$ cat config.mk
export PLATFORM = sky130hd
export DESIGN_NAME = drive_fail_detect
export DESIGN_NICKNAME = d
export VERILOG_FILES = /design/src/rtl/drive_fail_detect.sv
export SDC_FILE = /design/constraint.sdc
export NUM_CORES = 1
export LEC_CHECK = 0
export ABC_AREA = 1
export CAP_MARGIN = 15
export CORE_UTILIZATION = 47
export DETAILED_ROUTE_END_ITERATION = 16
export GPL_TIMING_DRIVEN = 0
export PLACE_DENSITY_LB_ADDON = 0.25
export SYNTH_ARGS = -nofsm -noshare
export SYNTH_HDL_FRONTEND = slang
export SYNTH_SLANG_ARGS = --single-unit
$ cat constraint.sdc
create_clock -name clk -period 1.9 [get_ports clk]
set_clock_uncertainty 0.15 [all_clocks]
set_input_delay 0.57 -clock clk [delete_from_list [all_inputs] [get_ports clk]]
set_output_delay 0.57 -clock clk [all_outputs]
set_load 0.01 [all_outputs]
$ cat src/rtl/drive_fail_detect.sv
module drive_fail_detect (
  input  logic        clk,
  input  logic        rst_n,
  input  logic        upd,
  input  logic [12:0] meas_cnt,
  input  logic [12:0] tgt_cnt,
  input  logic [7:0]  band_lo,
  input  logic [7:0]  band_hi,
  input  logic [7:0]  drive_hi,
  input  logic        loop_on,
  input  logic [1:0]  persist_sel,
  input  logic        irq_en,
  input  logic        clr,
  output logic        fail_sts,
  output logic        irq
);
  localparam int TW = 13;
  localparam int CW = 7;

  logic [TW-1:0] band;
  logic [TW:0]   limit;
  logic [CW-1:0] thr;
  logic [CW-1:0] cnt;
  logic          short_fall, armed, hit, reach;

  assign band       = {band_hi, band_lo[7:3]};
  assign limit      = {1'b0, tgt_cnt} + {1'b0, band};
  assign short_fall = {1'b0, meas_cnt} > limit;
  assign armed      = loop_on && (drive_hi == 8'hFF) && (persist_sel != 2'b00);
  assign hit        = upd && armed && short_fall;
  assign reach      = hit && (cnt >= thr - 7'd1);

  always_comb begin
    case (persist_sel)
      2'b01:   thr = 7'd16;
      2'b10:   thr = 7'd32;
      2'b11:   thr = 7'd64;
      default: thr = 7'd0;
    endcase
  end

  always_ff @(posedge clk or negedge rst_n) begin
    if (!rst_n)
      cnt <= '0;
    else if (!loop_on)
      cnt <= '0;
    else if (upd) begin
      if (!hit)
        cnt <= '0;
      else if (cnt >= thr)
        cnt <= thr;
      else
        cnt <= cnt + 7'd1;
    end
  end

  always_ff @(posedge clk or negedge rst_n) begin
    if (!rst_n)
      fail_sts <= 1'b0;
    else if (reach)
      fail_sts <= 1'b1;
    else if (clr)
      fail_sts <= 1'b0;
  end

  assign irq = fail_sts & irq_en;
endmodule

### Yosys cells after proc, flatten, opt, wreduce, memory -nomap -nowiden

Cells that the tools add are included.

| word-level totals | value |
|---|---|
| bits of input ports | 58 |
| register bits | 8 |
| output and inout bits | 2 |

| operators by class | value |
|---|---|
| muxes and demuxes | 7 |
| reductions and logical operators | 7 |
| magnitude comparators | 3 |
| add/subtract/negate cells | 3 |
| bitwise logic cells | 1 |
| eq/ne operators | 5 |

Operator list:

| cell | count |
|---|---|
| two-way mux 7 bit | 4 |
| case mux 7 bit (3 select lines) | 1 |
| adder 13 x 13 -> 14 bit | 1 |
| >= comparator 7 bit | 2 |
| greater-than comparator 13 x 14 -> 1 bit | 1 |
| == test 8 bit (second input constant) | 1 |
| adder 7 x 1 -> 7 bit (second input constant) | 1 |
| subtractor 7 x 1 -> 7 bit (second input constant) | 1 |
| logical AND 1 bit | 5 |
| == test 2 bit (second input constant) | 2 |
| nonzero test 2 bit | 2 |
| == test 2 x 1 -> 1 bit (second input constant) | 1 |
| two-way mux 1 bit | 2 |
| inequality test 2 bit (second input constant) | 1 |
| bitwise AND 1 bit | 1 |

### Depth between registers and ports, before layout

Gate-level depths: netlist of run 1.

| depth | value |
|---|---|
| depth after elaboration | 8 |
| mapped depth | 19 |

### Least setup slack after synthesis of run 1

OpenSTA, ideal clock, no wires.

| path | value |
|---|---|
| path kind | input to register |
| start | in tgt_cnt[2] |
| end | reg fail_sts |
| cell stages on the path | 16 |
| setup slack | -1.071 ns |
| required time | 1.628 ns |
| arrival time | 2.700 ns |
| setup time | 0.122 ns |
| path through | ha_1 -> nand2_1 -> nand2_1 -> nand2_1 -> nand3_2 -> a21oi_2 -> o21ai_2 -> xnor2_1 -> ha_1 -> nand2_1 -> nor3_1 -> nand4_1 -> nor4_1 -> nor2_1 -> nand4_1 -> o21ai_1 |

| between the ends | value |
|---|---|
| cells in the longest elaborated chain, start to end | 5 |
| elaborated cells on any way between the ends | 6 |
| classes of those cells | add/sub: 1; order compare: 1; mux: 1; reduce/logical: 3 |

RTL lines:

| what | RTL line | source |
|---|---|---|
| start: declaration | 6 | `input logic [12:0] tgt_cnt,` |
| adder 13 x 13 -> 14 bit * | 27 | `assign limit = {1'b0, tgt_cnt} + {1'b0, band};` |
| greater-than comparator 13 x 14 -> 1 bit * | 28 | `assign short_fall = {1'b0, meas_cnt} > limit;` |
| logical AND 1 bit * | 30 | `assign hit = upd && armed && short_fall;` |
| logical AND 1 bit * | 31 | `assign reach = hit && (cnt >= thr - 7'd1);` |
| two-way mux 1 bit / nonzero test 2 bit (equally long branches) | -- |  |
| end signal: assignment | 59 | `fail_sts <= 1'b0;` |
| end signal: assignment | 61 | `fail_sts <= 1'b1;` |
| end signal: assignment | 63 | `fail_sts <= 1'b0;` |
| end: declaration | 14 | `output logic fail_sts,` |

Every way passes the cells marked *; elsewhere a longest branch is shown, timed or not.
A chain may end at the register's enable or synchronous reset.

### Worst setup path in the final report of run 1

| path | value |
|---|---|
| start | in band_lo[5] |
| end | reg fail_sts |

| between the ends | value |
|---|---|
| cells in the longest elaborated chain, start to end | 5 |
| elaborated cells on any way between the ends | 6 |
| classes of those cells | add/sub: 1; order compare: 1; mux: 1; reduce/logical: 3 |

RTL lines:

| what | RTL line | source |
|---|---|---|
| start: declaration | 7 | `input logic [7:0] band_lo,` |
| adder 13 x 13 -> 14 bit * | 27 |  |
| greater-than comparator 13 x 14 -> 1 bit * | 28 |  |
| logical AND 1 bit * | 30 |  |
| logical AND 1 bit * | 31 |  |
| two-way mux 1 bit / nonzero test 2 bit (equally long branches) | -- |  |

Marked as above.

==> flow_metrics.env, run 1 <==
export IMPL_outcome="complete, but fails checks"
export IMPL_violations="setup timing"
export IMPL_hp_class="reg -> reg"
export IMPL_synth_warnings=0
export IMPL_stdcell_count=392
export IMPL_reg2reg_depth=9
export IMPL_antenna_found_initial=0
export IMPL_finish_utilization_pct=84.0
export IMPL_synth_seq_cells=8
export IMPL_layout_setup_ws_ps=-1160
export IMPL_path_delay_family="simple AND/OR/NAND/NOR gates"
export IMPL_cts_tree="done"
export IMPL_io_pins=60
export IMPL_synth_most_common_cell="nand2_1"
export IMPL_root_buffer="clkbuf_8"
export IMPL_synthAdderAreaFrac_pct=29.0
export IMPL_track_usage_pct=27.4
export IMPL_cts_buffers=3
export IMPL_path_cells="buf_2 -> ha_4 -> nand2_2 -> nand2_2 -> nand2_2 -> nand3_4 -> a21oi_4 -> o21ai_4 -> xnor2_1 -> ha_1 -> nand2_2 -> nor3_4 -> buf_4 -> nand2_2 -> nand2_1 -> nand2_1 -> nand2_1 -> nand2_1 -> nand2_2 -> nand4_1 -> o21ai_1"
export IMPL_synth_edf_count=0
export IMPL_vias=2149
export IMPL_synth_top_area_share_pct=27.9
export IMPL_slew_headroom_pct=62.7
export IMPL_tightestPinTransition_ps=558
export IMPL_path_class="in -> reg"
export IMPL_max_freq_ghz=0.327
export IMPL_wire_per_inst_um=14.6
export IMPL_syn_num_nets=355
export IMPL_clockBufferDepth=2
export IMPL_die_h_um=63.0
export IMPL_area_growth_pct=65.4
export IMPL_r2r_slack_ps=-90
export IMPL_ys_flop_type="dfrtp_1"
export IMPL_hold_depth=2
export IMPL_yosys_top_cells_count="nand2_1, ha_1, inv_1, nor2_1, a21oi_1"
export IMPL_netlist_area_um2=1750
export IMPL_crit_path_max_incr_delay_ps=330
export IMPL_yosysTopAreaCell="ha_1"
export IMPL_synth_compound_area_share_pct=12.4
export IMPL_numPlacedInstances=359
export IMPL_r2r_end="cnt[6]$_DFFE_PN0P_"
export IMPL_holdCritStartpoint="fail_sts$_DFFE_PN0P_"
export IMPL_crit_arrival_ps=3060
export IMPL_critical_path_max_fanout=4
export IMPL_hpwl_um=3610
export IMPL_cp_end_kind="flop"
export IMPL_first_pass_iters=6
export IMPL_gp_congestion=0.841
export IMPL_overflow=0
export IMPL_syn_mean_instance_area_um2=6.81
export IMPL_netlist_instances=257
export IMPL_worstSkewPairLatency_ps=230
export IMPL_crit_top_cell="nand2_2"
export IMPL_cts_sinks=8
export IMPL_grt_pass1_wl_um=8730
export IMPL_cp_required_ps=1900
export IMPL_rows=21
export IMPL_hold_buffers=0
export IMPL_synth_top_family_by_area="simple AND/OR/NAND/NOR gates"
export IMPL_cts_htree_levels=1
export IMPL_finalCritPeriodShare_pct=161
export IMPL_min_to="fail_sts$_DFFE_PN0P_"
export IMPL_finalMaxSlewViolations=0
export IMPL_core_area_um2=3440
export IMPL_clk_pin_slew_ps=40
export IMPL_synth_seq_area_share_pct=11.4
export IMPL_leakage_nw=1.41
export IMPL_die_w_um=63.0
export IMPL_critPathLaunchType="primary input"
export IMPL_grt_max_degree=11
export IMPL_maxCapViolations=0
export IMPL_dieArea_um2=3970
export IMPL_synth_xor_area_share_pct=8.01
export IMPL_synth_cell_types=32
export IMPL_crit_path_top_delay_cell="ha_1"
export IMPL_drtIter0Drc=156
export IMPL_final_nets=446
export IMPL_drive_gt1_share_pct=28.9
export IMPL_drc=0
export IMPL_hold_violations=0
export IMPL_grt_pass1_vias=2086
export IMPL_async_flop_share_pct=100
export IMPL_wirelength_um=5730
export IMPL_antenna_cells=0
export IMPL_crit_buf_inv=2
export IMPL_synthTopCellsByArea="ha_1, nand2_1, dfrtp_1"
export IMPL_setup_violations=8
export IMPL_r2r_start="cnt[4]$_DFFE_PN0P_"
export IMPL_synth_simple_area_share_pct=31.6
export IMPL_rsz0062_at_grt="true"
export IMPL_vias_per_cell=5.48
export IMPL_power_density_nw_per_um2=435
export IMPL_critPathLaunch="band_lo[5]"
export IMPL_start_util_pct=50.8
export IMPL_final_min_clock_period_ps=3060
export IMPL_fillers=197
export IMPL_peakVddDrop_v=0.000244
export IMPL_postRouteAntennaNets=0
export IMPL_muxShareOfSynthArea_pct=0
export IMPL_portBuffers=56
## cells by family after synthesis
kind of cell	Yosys count
AOI/OAI and AO/OA	35
xor gates and xnor gates	16
adders and majority gates	40
and+or+nand+nor	123
buffers and inverters	35
DFF	8
## cell type report
| type | count | area, um^2 | area share [%] |
|---|---|---|---|
| well taps | 46 | 57.6 | 1.99 |
| repair buffers | 86 | 766 | 26.5 |
| clock buffers | 3 | 41.3 | 1.43 |
| inverters | 35 | 131 | 4.54 |
| flip-flops and latches | 8 | 200 | 6.92 |
| multi-input cells | 214 | 1700 | 58.7 |
## registers in the layout, indices dropped and copies added (netlist names)
name      count
cnt           7
fail_sts      1
## worst max-delay path by stage
stage	to	slack, ps	cells after the start
floorplan	fail_sts$_DFFE_PN0P_	-960	16
global placement	fail_sts$_DFFE_PN0P_	-1770	17
CTS	fail_sts$_DFFE_PN0P_	-1020	14
global route	fail_sts$_DFFE_PN0P_	-1360	21
finish	fail_sts$_DFFE_PN0P_	-1160	21
detailed placement	fail_sts$_DFFE_PN0P_	-1850	17
## layout by cell type, fill, tap and decap left out, types with 8 or more instances in the layout
master | Yosys | layout
nand4_1 | 14 | 14
ha_4 | 0 | 12
clkdlybuf4s50_1 | 0 | 30
nand2_2 | 3 | 17
dlygate4sd2_1 | 0 | 13
ha_1 | 39 | 27
xor2_1 | 9 | 9
buf_6 | 0 | 8
nand2_1 | 64 | 50
dfrtp_1 | 8 | 8
a21oi_1 | 15 | 8
nand3_1 | 13 | 13
buf_4 | 0 | 30
nor2_1 | 19 | 17
inv_1 | 32 | 30
## metal layers
layer  routed length (um)  GRT usage (%)  vias up
met2                 2990           51.1       83
li1                     -              -     1052
met5                    0              0        -
met1                 2300           30.1      986
met3                  199           2.55       28
met4                  235           14.5        0
## worst register-to-register path, delay by kind of cell (launching register included)
| family | cells | cell delay, ps |
|---|---|---|
| compound gates | 3 | 570 |
| flops | 1 | 450 |
| fa+ha+maj | 1 | 310 |
| simple gates | 4 | 310 |
| buf+inv | 1 | 80 |
## power breakdown
part	internal, mW	switching, mW
logic	0.437	0.445
registers	0.171	0.0000171
clock network	0.137	0.0664
## timing repair
item,4_1_cts,5_1_grt
pin swaps,41,26
buffers inserted,20,10
endpoints found under the setup margin,9,8
gates resized for setup,95,14
## metrics by stage
stage	setup slack, ps	power (mW)	hold slack (ps)	instance area, um^2	setup TNS [ps]
finish	-1160	1.26	400	2890	-8900
global route	-1360	1.34	439	2890	-9970
CTS	-1020	1.13	392	2770	-7550
detailed placement	-1850	0.796	395	2440	-14270
global placement	-1770	0.779	380	2440	-13570
floorplan	-955	0.585	124	1820	-7310
Power figures use the tool's default switching activity.
==> run 2: changes to the inputs <==
--- a/config.mk
+++ b/config.mk
@@ -11,6 +11,7 @@
 export DETAILED_ROUTE_END_ITERATION = 16
 export GPL_TIMING_DRIVEN = 0
 export PLACE_DENSITY_LB_ADDON = 0.25
+export SLEW_MARGIN = 20
 export SYNTH_ARGS = -nofsm -noshare
 export SYNTH_HDL_FRONTEND = slang
 export SYNTH_SLANG_ARGS = --single-unit
==> results of run 2 <==
Same layout as run 1: the final DEF is identical, and so are final timing and power.
